<file path="config.mk">
export PLATFORM = sky130hd
export DESIGN_NAME = dbg_event_ctrl
export DESIGN_NICKNAME = d
export VERILOG_FILES = /design/src/rtl/dbg_event_pkg.sv /design/src/rtl/dbg_req_edge.sv /design/src/rtl/dbg_value_match.sv /design/src/rtl/dbg_status_reg.sv /design/src/rtl/dbg_event_ctrl.sv
export SDC_FILE = /design/constraint.sdc
export NUM_CORES = 1
export LEC_CHECK = 0
export ABC_AREA = 1
export ABC_CLOCK_PERIOD_IN_PS = 2300
export BUFFER_PORTS_ARGS = -buffer_cell sky130_fd_sc_hd__buf_2
export CORE_MARGIN = 4
export CORE_UTILIZATION = 41
export DETAILED_ROUTE_END_ITERATION = 8
export PLACE_DENSITY = 0.81
export SLEW_MARGIN = 15
export SYNTH_ARGS = -nofsm -noshare
export SYNTH_HDL_FRONTEND = slang
export SYNTH_SLANG_ARGS = --single-unit
export TNS_END_PERCENT = 50
</file>
<file path="constraint.sdc">
create_clock -name clk -period 2.3 [get_ports clk]
set_input_delay 0.46 -clock clk [delete_from_list [all_inputs] [get_ports clk]]
set_output_delay 0.46 -clock clk [all_outputs]
set_load 0.05 [all_outputs]
</file>
<file path="src/rtl/dbg_event_pkg.sv">
package dbg_event_pkg;
    localparam int INSN_W = 32;
    localparam int ADDR_W = 32;
    localparam int ACT_W  = 2;
    localparam int STAT_W = 3;

    localparam int ST_TOOL = 0;
    localparam int ST_VAL  = 1;
    localparam int ST_IMP  = 2;

    typedef enum logic [1:0] {
        S_RUN     = 2'd0,
        S_HALT    = 2'd1,
        S_SERVICE = 2'd2
    } dbg_state_e;
endpackage

</file>
<file path="src/rtl/dbg_req_edge.sv">
module dbg_req_edge (
    input  logic clk,
    input  logic rst_n,
    input  logic req,
    output logic pulse
);
    logic req_q;

    always_ff @(posedge clk) begin
        if (!rst_n) req_q <= 1'b0;
        else        req_q <= req;
    end

    assign pulse = req & ~req_q;

    assert_single_event_R1: assert property (@(posedge clk) disable iff (!rst_n)
        pulse |=> !pulse);
endmodule

</file>
<file path="src/rtl/dbg_value_match.sv">
module dbg_value_match #(
    parameter int W = 32
) (
    input  logic         valid,
    input  logic         enable,
    input  logic [W-1:0] insn,
    input  logic [W-1:0] pattern,
    input  logic [W-1:0] mask,
    output logic         hit
);
    logic [W-1:0] diff;

    assign diff = (insn ^ pattern) & mask;
    assign hit  = valid & enable & (diff == '0);
endmodule

</file>
<file path="src/rtl/dbg_status_reg.sv">
module dbg_status_reg #(
    parameter int W = 3
) (
    input  logic         clk,
    input  logic         rst_n,
    input  logic [W-1:0] set,
    input  logic         clr_wr,
    input  logic [W-1:0] clr_mask,
    output logic [W-1:0] q
);
    logic [W-1:0] clr_eff;

    assign clr_eff = clr_wr ? clr_mask : '0;

    always_ff @(posedge clk) begin
        if (!rst_n) q <= '0;
        else        q <= (q & ~clr_eff) | set;
    end

    for (genvar i = 0; i < W; i++) begin : g_chk
        assert_set_wins_R4: assert property (@(posedge clk) disable iff (!rst_n)
            set[i] |=> q[i]);
        assert_clear_R4: assert property (@(posedge clk) disable iff (!rst_n)
            (clr_eff[i] && !set[i]) |=> !q[i]);
    end
endmodule

</file>
<file path="src/rtl/dbg_event_ctrl.sv">
module dbg_event_ctrl
    import dbg_event_pkg::*;
#(
    parameter int               IW       = INSN_W,
    parameter int               AW       = ADDR_W,
    parameter int               AC_W     = ACT_W,
    parameter logic [AC_W-1:0]  ACT_STOP = 2'b01
) (
    input  logic              clk,
    input  logic              rst_n,
    input  logic              tool_req,
    input  logic              ret_valid,
    input  logic [IW-1:0]     ret_insn,
    input  logic [AW-1:0]     ret_pc,
    input  logic [AW-1:0]     next_pc,
    input  logic              cmp_en,
    input  logic [IW-1:0]     cmp_value,
    input  logic [IW-1:0]     cmp_mask,
    input  logic              ext_mode,
    input  logic [AC_W-1:0]   act_code,
    input  logic              int_mode,
    input  logic              int_en,
    input  logic              clr_wr,
    input  logic [STAT_W-1:0] clr_mask,
    output logic              stop_req,
    output logic              irq_req,
    output logic [AW-1:0]     ret_addr,
    output logic [STAT_W-1:0] status
);
    logic              ev_tool, ev_val, any_ev, pending;
    logic [STAT_W-1:0] stat_set;
    logic [AW-1:0]     ev_addr;
    logic              go_halt, go_irq;
    dbg_state_e        state, state_n;

    dbg_req_edge u_edge (
        .clk   (clk),
        .rst_n (rst_n),
        .req   (tool_req),
        .pulse (ev_tool)
    );

    dbg_value_match #(.W(IW)) u_match (
        .valid   (ret_valid),
        .enable  (cmp_en),
        .insn    (ret_insn),
        .pattern (cmp_value),
        .mask    (cmp_mask),
        .hit     (ev_val)
    );

    assign any_ev             = ev_tool | ev_val;
    assign stat_set[ST_TOOL]  = ev_tool;
    assign stat_set[ST_VAL]   = ev_val;
    assign stat_set[ST_IMP]   = any_ev & ~int_en;

    dbg_status_reg #(.W(STAT_W)) u_status (
        .clk      (clk),
        .rst_n    (rst_n),
        .set      (stat_set),
        .clr_wr   (clr_wr),
        .clr_mask (clr_mask),
        .q        (status)
    );

    // A pending event is one whose status bit survives this cycle's clear
    assign pending = (status[ST_TOOL] & ~(clr_wr & clr_mask[ST_TOOL]))
                   | (status[ST_VAL]  & ~(clr_wr & clr_mask[ST_VAL]));

    // Value match wins the saved address when both events coincide
    assign ev_addr = ev_val ? ret_pc : next_pc;

    // Next-state logic
    always_comb begin
        state_n = state;
        go_halt = 1'b0;
        go_irq  = 1'b0;
        unique case (state)
            S_RUN: begin
                if (any_ev && ext_mode && (act_code == ACT_STOP)) begin
                    go_halt = 1'b1;
                    state_n = S_HALT;
                end else if (int_mode && int_en && (any_ev || pending)) begin
                    go_irq  = 1'b1;
                    state_n = S_SERVICE;
                end
            end
            S_HALT: state_n = S_HALT;
            S_SERVICE: if (!int_en) state_n = S_RUN;
            default: state_n = S_RUN;
        endcase
    end

    // State register
    always_ff @(posedge clk) begin
        if (!rst_n) state <= S_RUN;
        else        state <= state_n;
    end

    // Output register
    always_ff @(posedge clk) begin
        if (!rst_n) begin
            irq_req  <= 1'b0;
            ret_addr <= '0;
        end else begin
            irq_req <= go_irq;
            if (go_halt || go_irq) ret_addr <= ev_addr;
        end
    end

    assign stop_req = (state == S_HALT);

    assert_halt_holds_R5: assert property (@(posedge clk) disable iff (!rst_n)
        stop_req |=> stop_req);
    assert_irq_pulse_R9: assert property (@(posedge clk) disable iff (!rst_n)
        irq_req |=> !irq_req);
    assert_irq_gated_R7: assert property (@(posedge clk) disable iff (!rst_n)
        irq_req |-> $past(int_mode && int_en));
    assert_masked_no_irq_R8: assert property (@(posedge clk) disable iff (!rst_n)
        !int_en |=> !irq_req);
    assert_val_addr_R10: assert property (@(posedge clk) disable iff (!rst_n)
        (ev_val && int_mode && int_en && state == S_RUN && !ext_mode) |=> (ret_addr == $past(ret_pc)));
    assert_imprecise_R3: assert property (@(posedge clk) disable iff (!rst_n)
        (any_ev && !int_en) |=> status[ST_IMP]);
endmodule

</file>
### Word level (Yosys, flattened, before mapping)

Index checks and enable logic that the tools add are counted.

| storage, ports and cells | value |
|---|---|
| register bits | 39 |
| input port bits | 174 |
| output and inout port bits | 37 |
| logic and storage cells | 49 |

| cells by class | value |
|---|---|
| equal/unequal tests | 5 |
| muxes and demuxes | 11 |
| bitwise gates (word level) | 19 |
| reductions and logical operators | 9 |

Operator list:

| cell | count |
|---|---|
| 32-bit bitwise AND | 1 |
| 32-bit logical NOT | 1 |
| 32-bit 2-to-1 mux | 1 |
| 32-bit bitwise XOR | 1 |
| 1-bit bitwise AND | 8 |
| 2-bit 2-to-1 mux | 3 |
| 2-bit one-hot mux with 3 select lines | 1 |
| 1-bit 2-to-1 mux | 5 |
| 2-bit by 1-bit == test with 1-bit output (second input constant) | 2 |
| 1-bit logical AND | 4 |
| 1-bit inverter | 4 |
| 3-bit bitwise AND | 1 |
| 3-bit 2-to-1 mux | 1 |
| 3-bit != test (second input constant) | 1 |
| 3-bit inverter | 1 |
| 3-bit OR | 1 |
| 2-bit == test (second input constant) | 1 |
| 2-bit logical NOT | 1 |
| 1-bit logical OR | 2 |
| 2-bit != test (second input constant) | 1 |
| 1-bit OR | 2 |
| 2-bit AND reduction | 1 |

### Depth between registers and ports, before layout

| depth | value |
|---|---|
| word-level depth | 11 |
| mapped depth | 16 |
| gate-level depth less buffers | 14 |

### Cells and area by module

Synthesis repeated with hierarchy kept, for this count alone.

| unflattened totals | value |
|---|---|
| cell total of the unflattened synthesis | 428 |
| area, all modules | 2686.3 µm² |

By module, submodules not included:

| module | times used | cells an instance | area an instance (µm²) | sequential area each (µm²) |
|---|---|---|---|---|
| dbg_event_ctrl | 1 | 239 | 1845.5 | 700.7 |
| dbg_value_match | 1 | 168 | 690.7 | 0.0 |
| dbg_status_reg | 1 | 16 | 112.6 | 60.1 |
| dbg_req_edge | 1 | 5 | 37.5 | 20.0 |

### Worst setup path before layout

OpenSTA, ideal clock, no wires.

| timing | value |
|---|---|
| path kind | input-to-reg |
| start point | in cmp_value[27] |
| end point | reg ret_addr[0] |
| setup time | 117 ps |
| arrival time | 1676 ps |
| required time | 2183 ps |
| slack | 508 ps |
| stages | 15 |
| path buffers | 2 |
| path through | or2_1 > nand3_1 > nand2_1 > inv_1 > nand2_1 > nor2_2 > nand3_2 > buf_6 > buf_2 > nand2_1 > o21ai_1 > inv_1 > nand3_1 > nand2_1 > nor2_1 |

| on the way | value |
|---|---|
| cells in the longest elaborated chain, start to end | 11 |
| elaborated cells between the ends (all ways) | 16 |
| classes of those cells | mux: 6; bitwise: 4; reduce/logical: 6 |

Ends and longest elaborated chain:

| element | RTL line | text |
|---|---|---|
| start, declared | dbg_event_ctrl.sv:17 | `input logic [IW-1:0] cmp_value,` |
| 32-bit bitwise XOR (*) | dbg_value_match.sv:13 | `assign diff = (insn ^ pattern) & mask;` |
| 32-bit bitwise AND (*) | dbg_value_match.sv:13 |  |
| 32-bit logical NOT (*) | dbg_value_match.sv:14 | `assign hit = valid & enable & (diff == '0);` |
| 1-bit bitwise AND (*) | dbg_value_match.sv:14 |  |
| 1-bit OR | dbg_event_ctrl.sv:52 | `assign any_ev = ev_tool \| ev_val;` |
| 1-bit logical OR | dbg_event_ctrl.sv:83 | `end else if (int_mode && int_en && (any_ev \|\| pending)) begin` |
| 1-bit logical AND | dbg_event_ctrl.sv:83 |  |
| 1-bit 2-to-1 mux | dbg_event_ctrl.sv:83 |  |
| 1-bit 2-to-1 mux | dbg_event_ctrl.sv:80 | `if (any_ev && ext_mode && (act_code == ACT_STOP)) begin` |
| 1-bit 2-to-1 mux | dbg_event_ctrl.sv:78 | `unique case (state)` |
| 1-bit logical OR | dbg_event_ctrl.sv:107 | `if (go_halt \|\| go_irq) ret_addr <= ev_addr;` |
| end signal, assigned | dbg_event_ctrl.sv:107 |  |
| end, declared | dbg_event_ctrl.sv:27 | `output logic [AW-1:0] ret_addr,` |

Every way passes the cells marked *; elsewhere a longest branch is shown, timed or not.
A chain may end at the register's enable or synchronous reset.

### Final worst setup path

| timing | value |
|---|---|
| start point | in cmp_value[21] |
| end point | reg ret_addr[6] |

Same word-level chain as after synthesis.

==> run_results.csv <==
group,metric,value,unit
floorplanning,die_area,8507,µm²
floorplanning,die_h,92.24,µm
synth,seq_area_frac_synth,26.84,%
detailed_routing,wl,8.924,mm
timing,finalClockSkew,8.602,ps
final_layout,nNetsFinal,900,
floorplanning,rows,30,
detailed_routing,ant_nets,0,
place,dpl.hpwl,7.615,mm
timing,hold_viol,0,
clock_network,cts_root_buf,"clkbuf_8",
power_and_ir_drop,power_density,454.5,nW/µm²
synth,synthArstFlopShare,0,%
clock_network,clk_pin_slew_worst_paths,70,ps
outcome,outcome,"finished, final reports clean",
floorplanning,dieWidth,92.24,µm
clock_network,htree_levels,2,
detailed_routing,drt_iter0_drc,73,
detailed_routing,drc,0,
timing,fin_tns_setup,0,ps
power_and_ir_drop,ir_drop,0.2656,mV
timing,fin_crit,1820,ps
critical_path,cp-end-kind,"flip-flop",
timing,grt_setup_unrepaired,"false",
timing,setup_ws,479.6,ps
synth,synth_nets,699,
critical_path,regToRegSetupSlack,960,ps
timing,worstMarginPinSlew,413.5,ps
critical_path,start_kind,"input port",
floorplanning,start_util,42.58,%
final_layout,syn_to_final_growth,40.69,%
global_routing,grt_first_pass_wirelength,14.30,mm
detailed_routing,num_vias,3644,
power_and_ir_drop,power_leakage,0.002660,µW
timing,hold_ws,374.8,ps
final_layout,final_common_cell,"buf_2",
job,maxCapViolCount,0,
worst_hold_path,holdCritPathClass,"input port to flip-flop",
clock_network,post_cts_resized,0,
clock_network,cts_sinks,39,
critical_path,cp.arrival,2000,ps
floorplanning,ios,211,
detailed_routing,via_per_inst,4.422,
clock_network,ctsLongestPathBuffers,2,
detailed_routing,wire_per_inst,10.83,µm
critical_path,crit_required,2480,ps
place,place_congestion,0.9673,
critical_path,critPathKind,"input port to flip-flop",
timing,slew_viol_final,0,
timing,fmax,0.5493,GHz
clock_network,cts_setup_buffers,0,
global_routing,grt.overflow.total,0,
synth,synth-edff-count,0,
floorplanning,core,6832,µm²
timing,slew-limit-headroom,72.44,%
timing,final-setup-viol-count,0,
synth,syn_avg_cell_area,5.541,µm²
final_layout,layout_common_cells,"buf_2, nand2_1, inv_1, nand3_1, nor2_1",
critical_path,critPathMaxFanout,10,
place,place_ws,150.9,ps
global_routing,antenna_found_initial,1,
clock_network,cts_hold_buf,0,
clock_network,numCtsBuffers,5,
detailed_routing,firstDrtPassIters,4,
final_layout,drive_gt1_share,31.50,%
synth,synth_flop_cell,"dfxtp_1",
synth,syn_inst,525,
place,portBuffers,210,
final_layout,utilization,59.91,%
synth,synth.distinct_cells,20,
global_routing,track_usage,20.39,%
clock_network,worst_skew_pair.late_latency,290,ps
global_routing,grt_pass1_vias,3427,
place,place_inst,815,
timing,fin_crit_sh,79.15,%
synth,ys_warn_count,0,
synth,ys_ff_latch,39,
synth,syn_area,2909,µm²
final_layout,layoutNonFillerInstCount,824,
clock_network,cts_tree,"yes",
global_routing,grt_max_degree,55,
## area by class of cell
| cell class | instances | area, µm² |
|---|---|---|
| clock inverters | 1 | 5.005 |
| well taps | 96 | 120.1 |
| inverters | 118 | 442.9 |
| flip-flops and latches | 39 | 780.7 |
| clock buffers | 7 | 76.32 |
| fillers | 724 | 2739 |
| repair buffers | 218 | 1149 |
| multi-input cells | 344 | 1516 |
| diodes | 1 | 2.502 |
## metal layers
layer	GRT usage (%)	vias to the layer above	part of all wire [%]
met2	38.81	102	52
met4	7.178	0	2.6
met1	21.82	1535	39
met3	4.594	18	5.8
li1	-	1989	-
met5	0	-	0
## final timing paths
path,from,to,cells after the start
min reg2reg,ret_addr[25],ret_addr[25],2
max reg2reg,u_edge.req_q,ret_addr[15],10
min,tool_req,u_edge.req_q,3
max,cmp_value[21],ret_addr[6],13
## synth_stat cells, drive strengths merged, types with 3 or more instances
master	instances	area (µm²)
a21oi	35	175.2
buf	14	138.9
clkbuf	10	37.54
dfxtp	39	780.8
inv	118	442.9
nand2	149	569.3
nand3	65	330.3
nand4	3	18.77
nor2	50	190.2
o21ai	33	165.2
or2	7	43.80
## worst max-delay path, stage by stage
cell     delay [ps]
buf_2           100
or2_1           220
nand3_1          70
nand3_1          90
nor2_1          180
nand3_2         130
nand2_1         120
nand2_2          90
nand2_4         150
buf_4           190
nand3_1          90
nand2_1          80
nor2_1           40
## power by group
part	total, µW	switching, µW	leakage [µW]	internal [µW]
Sequential	749	24.9	0.000320	724
Combinational	675	413	0.00230	262
Clock	436	223	0.0000422	213
## sequential cells by signal, summed over array words and instances (netlist names)
signal	flops
u_status.q	3
u_edge.req_q	1
irq_req	1
state	2
ret_addr	32
## logic make-up after synthesis
logic type	synth area share, %
buffers and inverters	21.29
and+or+nand+nor	39.91
AOI/OAI and AO/OA	11.96
DFF	26.84
## metrics by stage
stage | power [µW] | area, µm²
6_report | 1860 | 4093
5_1_grt | 1985 | 4093
2_1_floorplan | 1191 | 2909
4_1_cts | 1878 | 4090
3_3_place_gp | 1426 | 4009
3_5_place_dp | 1444 | 4009
(Power assumes the default switching activity.)
